`config.mk`:
```
export PLATFORM = sky130hd
export DESIGN_NAME = i2c_rd_slave
export DESIGN_NICKNAME = d
export VERILOG_FILES = /design/src/rtl/i2cst_pkg.sv /design/src/rtl/i2cst_sync.sv /design/src/rtl/i2cst_fsm.sv /design/src/rtl/i2c_rd_slave.sv
export SDC_FILE = /design/constraint.sdc
export NUM_CORES = 1
export LEC_CHECK = 0
export BUFFER_PORTS_ARGS = -buffer_cell sky130_fd_sc_hd__buf_2
export CAP_MARGIN = 15
export CORE_ASPECT_RATIO = 0.7
export CORE_UTILIZATION = 56
export CTS_CLUSTER_SIZE = 28
export DETAILED_ROUTE_END_ITERATION = 8
export GPL_TIMING_DRIVEN = 0
export MAX_ROUTING_LAYER = met4
export PLACE_DENSITY = 0.8
export SLEW_MARGIN = 20
export SYNTH_ARGS = -nofsm -noshare
export SYNTH_HDL_FRONTEND = slang
export SYNTH_SLANG_ARGS = --single-unit
```
`constraint.sdc`:
```
create_clock -name clk -period 1.85 [get_ports clk]
set_input_delay 0.2775 -clock clk [delete_from_list [all_inputs] [get_ports clk]]
set_output_delay 0.2775 -clock clk [all_outputs]
set_load 0.01 [all_outputs]
```
`src/rtl/i2cst_pkg.sv`:
```
package i2cst_pkg;
  typedef enum logic [2:0] {
    S_IDLE, S_ADDR, S_AACK, S_HOLD, S_TX, S_TACK
  } st_t;
endpackage

```
`src/rtl/i2cst_sync.sv`:
```
module i2cst_sync #(
  parameter int STAGES = 2
) (
  input  logic clk,
  input  logic rst,
  input  logic din,
  output logic lvl,
  output logic rise,
  output logic fall
);
  logic [STAGES:0] pipe;

  always_ff @(posedge clk) begin
    if (rst) pipe <= '1;
    else     pipe <= {pipe[STAGES-1:0], din};
  end

  assign lvl  = pipe[STAGES-1];
  assign rise = pipe[STAGES-1] & ~pipe[STAGES];
  assign fall = ~pipe[STAGES-1] & pipe[STAGES];
endmodule

```
`src/rtl/i2cst_fsm.sv`:
```
module i2cst_fsm
  import i2cst_pkg::*;
#(
  parameter int          W        = 8,
  parameter logic [W-2:0] DEV_ADDR = 7'h3C,
  localparam int         CW       = $clog2(W + 1)
) (
  input  logic         clk,
  input  logic         rst,
  input  logic         scl_lvl,
  input  logic         scl_rise,
  input  logic         scl_fall,
  input  logic         sda_lvl,
  input  logic         sda_rise,
  input  logic         sda_fall,
  input  logic         host_load,
  input  logic [W-1:0] host_data,
  input  logic         host_release,
  input  logic         irq_clear,
  output logic         scl_pull,
  output logic         sda_pull,
  output logic [W-1:0] buf_out,
  output logic         stat_read,
  output logic         stat_full,
  output logic         irq
);
  st_t          st;
  logic [W-1:0] sh;
  logic [CW-1:0] cnt;
  logic         loaded, ack_q;
  logic         start_ev, stop_ev;

  assign start_ev = scl_lvl & sda_fall;
  assign stop_ev  = scl_lvl & sda_rise;

  always_ff @(posedge clk) begin
    if (rst) begin
      st <= S_IDLE; sh <= '0; cnt <= '0; loaded <= 1'b0; ack_q <= 1'b1;
      scl_pull <= 1'b0; sda_pull <= 1'b0; buf_out <= '0;
      stat_read <= 1'b0; stat_full <= 1'b0; irq <= 1'b0;
    end else begin
      if (irq_clear) irq <= 1'b0;
      if (start_ev || stop_ev) begin
        st <= start_ev ? S_ADDR : S_IDLE;
        cnt <= '0; loaded <= 1'b0;
        scl_pull <= 1'b0; sda_pull <= 1'b0;
        stat_read <= 1'b0; stat_full <= 1'b0;
      end else begin
        case (st)
          S_ADDR: begin
            if (scl_rise) begin
              sh  <= {sh[W-2:0], sda_lvl};
              cnt <= cnt + 1'b1;
            end
            if (scl_fall && cnt == CW'(W)) begin
              if (sh[W-1:1] == DEV_ADDR && sh[0]) begin
                sda_pull <= 1'b1; stat_read <= 1'b1; buf_out <= sh;
                st <= S_AACK;
              end else begin
                st <= S_IDLE;
              end
            end
          end
          S_AACK: if (scl_fall) begin
            sda_pull <= 1'b0; scl_pull <= 1'b1; irq <= 1'b1;
            loaded <= 1'b0; st <= S_HOLD;
          end
          S_HOLD: begin
            if (host_load) begin
              buf_out <= host_data; sh <= host_data;
              stat_full <= 1'b1; loaded <= 1'b1;
              sda_pull <= ~host_data[W-1];
            end else if (host_release && loaded) begin
              scl_pull <= 1'b0; stat_full <= 1'b0; cnt <= '0;
              st <= S_TX;
            end
          end
          S_TX: if (scl_fall) begin
            if (cnt == CW'(W - 1)) begin
              sda_pull <= 1'b0; st <= S_TACK;
            end else begin
              sh <= {sh[W-2:0], 1'b0};
              sda_pull <= ~sh[W-2];
              cnt <= cnt + 1'b1;
            end
          end
          S_TACK: begin
            if (scl_rise) ack_q <= sda_lvl;
            if (scl_fall) begin
              irq <= 1'b1;
              if (ack_q) begin
                stat_read <= 1'b0; stat_full <= 1'b0; st <= S_IDLE;
              end else begin
                scl_pull <= 1'b1; loaded <= 1'b0; st <= S_HOLD;
              end
            end
          end
          default: ;
        endcase
      end
    end
  end

  a_r5_release_needs_load: assert property (@(posedge clk) disable iff (rst)
    (st == S_HOLD && !loaded) |=> scl_pull);
  a_r9_irq_sticky: assert property (@(posedge clk) disable iff (rst)
    (irq && !irq_clear) |=> irq);
  a_r7_full_clears_on_release: assert property (@(posedge clk) disable iff (rst)
    $fell(scl_pull) |-> !stat_full);
  a_r8_sda_steady_high_scl: assert property (@(posedge clk) disable iff (rst)
    (st == S_TX && scl_lvl && $past(scl_lvl)) |-> $stable(sda_pull));
  a_r11_nack_releases: assert property (@(posedge clk) disable iff (rst)
    ($past(st) == S_TACK && st == S_IDLE) |-> (!stat_read && !sda_pull && !scl_pull));
endmodule

```
`src/rtl/i2c_rd_slave.sv`:
```
module i2c_rd_slave #(
  parameter int         W           = 8,
  parameter logic [6:0] DEV_ADDR    = 7'h3C,
  parameter int         SYNC_STAGES = 2
) (
  input  logic         clk,
  input  logic         rst,
  input  logic         scl_in,
  input  logic         sda_in,
  output logic         scl_pull,
  output logic         sda_pull,
  input  logic         host_load,
  input  logic [W-1:0] host_data,
  input  logic         host_release,
  input  logic         irq_clear,
  output logic [W-1:0] buf_out,
  output logic         stat_read,
  output logic         stat_full,
  output logic         irq
);
  logic [1:0] lines, lvl, rise, fall;
  assign lines = {sda_in, scl_in};

  for (genvar g = 0; g < 2; g++) begin : g_sync
    i2cst_sync #(.STAGES(SYNC_STAGES)) u_sync (
      .clk(clk), .rst(rst), .din(lines[g]),
      .lvl(lvl[g]), .rise(rise[g]), .fall(fall[g]));
  end

  i2cst_fsm #(.W(W), .DEV_ADDR(DEV_ADDR)) u_fsm (
    .clk(clk), .rst(rst),
    .scl_lvl(lvl[0]), .scl_rise(rise[0]), .scl_fall(fall[0]),
    .sda_lvl(lvl[1]), .sda_rise(rise[1]), .sda_fall(fall[1]),
    .host_load(host_load), .host_data(host_data),
    .host_release(host_release), .irq_clear(irq_clear),
    .scl_pull(scl_pull), .sda_pull(sda_pull), .buf_out(buf_out),
    .stat_read(stat_read), .stat_full(stat_full), .irq(irq));
endmodule

```
# == After elaboration in Yosys (flattened, before gate mapping) ==
# Index checks and enable logic that the tools add are counted.
# word_totals
regBits,36
latch_bits,0
ramBits,0
rom_bits,0
input_bits,15
out_inout_bits,13
word_cells,130
n_memories,0
# classes
n_addsub,1
mul,0
div_mod_pow,0
n_lt_le_gt_ge,0
eq_ne,28
n_shift,0
muxes,52
n_bitwise,13
n_reduce_logical,23
# ops
operator,count
$mux W8,6
$mux W3,8
$pmux W8 S3,1
$reduce_and A6 Y1,4
$mux W1,22
$mux W4,5
$ne A3 B1 Y1 const B,6
$pmux W8 S2,1
$pmux W3 S5,1
$reduce_and A5 Y1,3
$ne A2 B1 Y1 const B,7
$pmux W4 S3,1
$ne A2 B2 Y1 const B,5
$reduce_and A8 Y1,1
$eq A7 B6 Y1 const B,1
$not A1 Y1,7
$and A1 B1 Y1,6
$eq A3 B2 Y1 const B,2
$eq A3 B3 Y1 const B,2
$ne A3 B2 Y1 const B,2
$pmux W1 S3,2
$reduce_bool A2 Y1,3
$reduce_bool A3 Y1,2
$reduce_bool A6 Y1,1
other kinds (13),18

# == Logic depth before layout (Yosys ltp) ==
# logic_depth
ltp_word,6
depth_mapped,9
depth_no_buf,7

# == Cells and area by module ==
# From an unflattened synthesis, not the netlist that was laid out.
# hier_totals
hier_cells,228
hier_area_um2,1936.9
# by_module_without_submodules
module,instances,cells_per_inst,area_per_inst_um2,seq_area_each_um2
i2cst_fsm,1,212,1751.7,600.6
i2cst_sync,2,8,92.6,60.1

# == Least setup slack after synthesis ==
# No wires, ideal clock.
# synth_timing
kind,register to register
startpoint,reg g_sync[0].u_sync.pipe[1]
endpoint,reg u_fsm.sh[1]
setup_ps,79
arrival_time_ps,1622
t_required_ps,1771
path_slack_ps,148
path_stages_with_launch,9
n_path_buf,2
synth_period_minus_slack_ps,1702
path_cell_list,dfxtp_1 buf_6 nand2b_1 nand3_1 a21oi_2 a2111oi_4 buf_6 nor2_1 a211oi_2
# synth_between
elab_chain_cells,4
word_cells_on_any_way,10
cone_classes,eq/ne (2); bitwise (6); reduce/logical (2)
# synth_rtl
item,line,source
"start, declared",i2cst_sync.sv:11,logic [STAGES:0] pipe;
"start signal, assigned",i2cst_sync.sv:15,"else pipe <= {pipe[STAGES-1:0], din};"
"$not A1 Y1, or another cell as far along",i2cst_sync.sv:20,assign fall = ~pipe[STAGES-1] & pipe[STAGES];
$and A1 B1 Y1 or $logic_or A1 B1 Y1 (tied branches),"i2cst_sync.sv:20, i2cst_fsm.sv:43",
$ne A2 B1 Y1 (no source line) or $not A1 Y1 (tied branches),--,
$reduce_and A6 Y1 (no source line) (*),--,
"end signal, assigned",i2cst_fsm.sv:52,"sh <= {sh[W-2:0], sda_lvl};"
"end signal, assigned",i2cst_fsm.sv:70,buf_out <= host_data; sh <= host_data;
"end signal, assigned",i2cst_fsm.sv:82,"sh <= {sh[W-2:0], 1'b0};"
"end, declared",i2cst_fsm.sv:28,logic [W-1:0] sh;
# Mark *: on every way between the ends. The rest lies on a longest branch, timed or not.
# A chain may end at the register's enable or synchronous reset.

# == Worst setup path after layout ==
# layout_timing
startpoint,reg u_fsm.cnt[0]
endpoint,reg u_fsm.sh[6]
# layout_between
elab_chain_cells,3
# layout_rtl
item,line,source
"start, declared",i2cst_fsm.sv:29,logic [CW-1:0] cnt;
"start signal, assigned",i2cst_fsm.sv:53,cnt <= cnt + 1'b1;
"start signal, assigned",i2cst_fsm.sv:84,cnt <= cnt + 1'b1;
$eq A4 B3 Y1,i2cst_fsm.sv:79,if (cnt == CW'(W - 1)) begin
$ne A2 B2 Y1 (no source line),--,
$reduce_and A6 Y1 (no source line),--,
# Every way passes these cells.

==> run summary <==
Multi-input gate area - 1122 um^2
Crit end category - flop
Register area share after synthesis - 39.48%
Root buf cell - clkbuf_8
DP HPWL - 3243 um
Crit path kind - reg2reg
Count of flip-flops with a built-in enable after synthesis - 0
Largest net degree at the start of global routing - 12
Worst Min Path Start - scl_in
Post-synth top flop - dfxtp_1
Ant diodes - 0
Final hold violations - 0
Syn-to-layout area delta - 28.92%
Most frequent cell after synthesis - dfxtp_1
FF-to-FF Start - u_fsm.cnt[0]
Fill cells - 219
CTS sink cnt - 36
PD cells - 663.4 nW/um^2
Die Ht - 49.77 um
Worst-Skew Late Latency - 290 ps
Final Slew Violations - 0
Max_slew headroom - 62.40%
Routed WL per cell - 16.02 um
Post-route setup TNS - 0 ps
WL final - 4790 um
DRC Markers - 0
Worst Setup SP - u_fsm.cnt[0]
Die width - 70.24 um
Cell count after synthesis - 219
First-pass GRT wire length - 7327 um
Vias in the first global route - 1431
Detail Route Antenna Nets - 0
I/O Buffers - 26
Initial antenna violation count - 0
Gr usage total - 28.44%
TritonCTS clock tree - yes
Area contributors post-synth - dfxtp_1 (39%), nor2_1 (6.8%), a311oi_1 (6.7%)
Vias per cell - 6.130
Die area - 3496 um^2
Critical-path cell list - ha_4 -> nand3b_1 -> a21oi_4 -> a2111oi_4 -> buf_4 -> nor2_1 -> a311oi_1
Synth Warn # - 0
CP Launch Type - flop
R2R Setup Slk - 30 ps
Worst setup path end - u_fsm.sh[6]
Yosys reg bits - 36
Hold Path Class - in2reg
Final nets - 279
DR vias - 1833
WHS - 168.0 ps
FF+latch area - 738.2 um^2
Post-layout power - 1.561 mW
FMAX - 549.0 MHz
CP arrival - 2000 ps
Fin crit share - 98.46%
GPL Wtd Cong - 0.9507
Synthesized cell area - 1826 um^2
Max capacitance violation total - 0
Place WS - -100.2 ps
Clock Pin Slew Worst Setup and Hold Paths - 70 ps
Post-cts hold buffer count - 0
Clock tree buffer depth - 2
Initial Utilization - 62.03%
Syn Nets - 236
Crit-path max cell delay - 390 ps
Share of cells above drive strength 1 - 36.12%
Top cell type's share of synthesized area - 39.48%
Asr flop ratio synth - 0%
Worst reg2reg path depth - 7
Final core area utilization - 79.97%
Status - finished clean
Drt pass-1 iters - 6
Worst VDD drop - 0.5019 mV
Number of top-level pins - 28
Slowest CP cell - a2111oi_4
CTS buffer count - 5
Crit Path Max Fanout - 6
Post-synth top cells - dfxtp_1 (36), nor2_1 (33), nand2_1 (24), a21oi_1 (15), a311oi_1 (14)
Cell taking the most area after synthesis - dfxtp_1
Grt ovf - 0
Syn Area/Cell - 8.336 um^2
Synth cell types - 51
Required @ worst endpoint - 2030 ps
CTS H-tree lvls - 2
Rows - 16
RR Endpoint - u_fsm.sh[6]
Final setup vio count - 0
1st-iter DRT viols - 218
Post-route clock skew - 5.515 ps
Tmin final - 1822 ps
RSZ-0062 raised after global routing - yes
Core ar. - 2943 um^2
Worst-margin pin slew - 564.1 ps
Final worst slack - 28.42 ps
Leakage - 0.8645 nW
layer usage:
| metal | vias up | GRT usage (%) | wire [um] |
|---|---|---|---|
| li1 | 881 | - | - |
| met1 | 850 | 44.49 | 2486 |
| met4 | 0 | 7.667 | 32 |
| met3 | 4 | 8.589 | 422 |
| met5 | - | - | 0 |
| met2 | 98 | 33.65 | 1848 |
timing repair:
| action | in CTS | in global routing |
|---|---|---|
| gates cloned | 0 | 1 |
| resized for setup | 7 | 40 |
| setup endpoints to repair | 12 | 27 |
| pin swaps | 6 | 15 |
| buffers inserted | 4 | 6 |
cell type report:
class | count | share of cell area, %
multi-input cells | 165 | 47.69
well taps | 36 | 1.914
clock buffers | 6 | 3.083
repair buffers | 37 | 9.782
inverters | 5 | 0.7974
clock inverters | 2 | 1.489
flip-flops and latches | 36 | 31.37
plain buffers | 12 | 3.881
stage by stage:
stage                     cells  area, um^2
after detailed placement    281        2001
after global routing        299        2354
after floorplan             219        1826
final                       299        2354
after CTS                   293        2165
after global placement      281        2001
state kept, by name (all words and copies together) (netlist names):
name / flops
u_fsm.buf_out: 8
u_fsm.sh: 8
g_sync.u_sync.pipe: 6
u_fsm.cnt: 4
u_fsm.st: 3
u_fsm.ack_q: 1
u_fsm.irq: 1
u_fsm.loaded: 1
u_fsm.scl_pull: 1
u_fsm.sda_pull: 1
u_fsm.stat_full: 1
u_fsm.stat_read: 1
worst max-delay path, delay by kind of cell, from the launching register on:
family,cells,cell delay [ps]
compound gates,3,750
fa+ha+maj,1,160
buf+inv,1,210
flops,1,370
simple gates,2,230
cell families (layout without fill, tap and decap cells):
| group | after synthesis | count (layout) | synth area share, % |
|---|---|---|---|
| AND/OR/NAND/NOR | 98 | 98 | 26.73 |
| AO/OA/AOI/OAI | 59 | 59 | 23.72 |
| adder cells (fa/ha/maj) | 2 | 2 | 1.371 |
| buffers and inverters | 18 | 62 | 5.620 |
| multiplexers | 3 | 3 | 1.645 |
| flip-flops | 36 | 36 | 39.48 |
| XOR/XNOR | 3 | 3 | 1.440 |
cell usage in the layout (no fill, tap or decap), types with 5 or more instances in the layout:
master / n
a21oi_1: 15
a311oi_1: 13
buf_2: 26
buf_4: 10
clkbuf_8: 5
dfxtp_1: 28
dfxtp_2: 5
nand2_1: 24
nand2b_1: 5
nor2_1: 31
o21ai_0: 6
or2_2: 7
worst min-delay path by stage:
stage | endpoint | slack [ps] | cells past startpoint
after global placement | g_sync[0].u_sync.pipe[1] | 390 | 1
after CTS | g_sync[0].u_sync.pipe[0] | 160 | 2
after floorplan | g_sync[0].u_sync.pipe[0] | 380 | 1
after detailed placement | g_sync[1].u_sync.pipe[1] | 400 | 1
after global routing | g_sync[0].u_sync.pipe[0] | 160 | 2
final | g_sync[0].u_sync.pipe[0] | 170 | 2
power by group:
part	switching [mW]	internal (mW)
sequential	0.00831	0.780
clock	0.281	0.400
combinational	0.0540	0.0376
total	0.344	1.22
(Power assumes the default switching activity.)
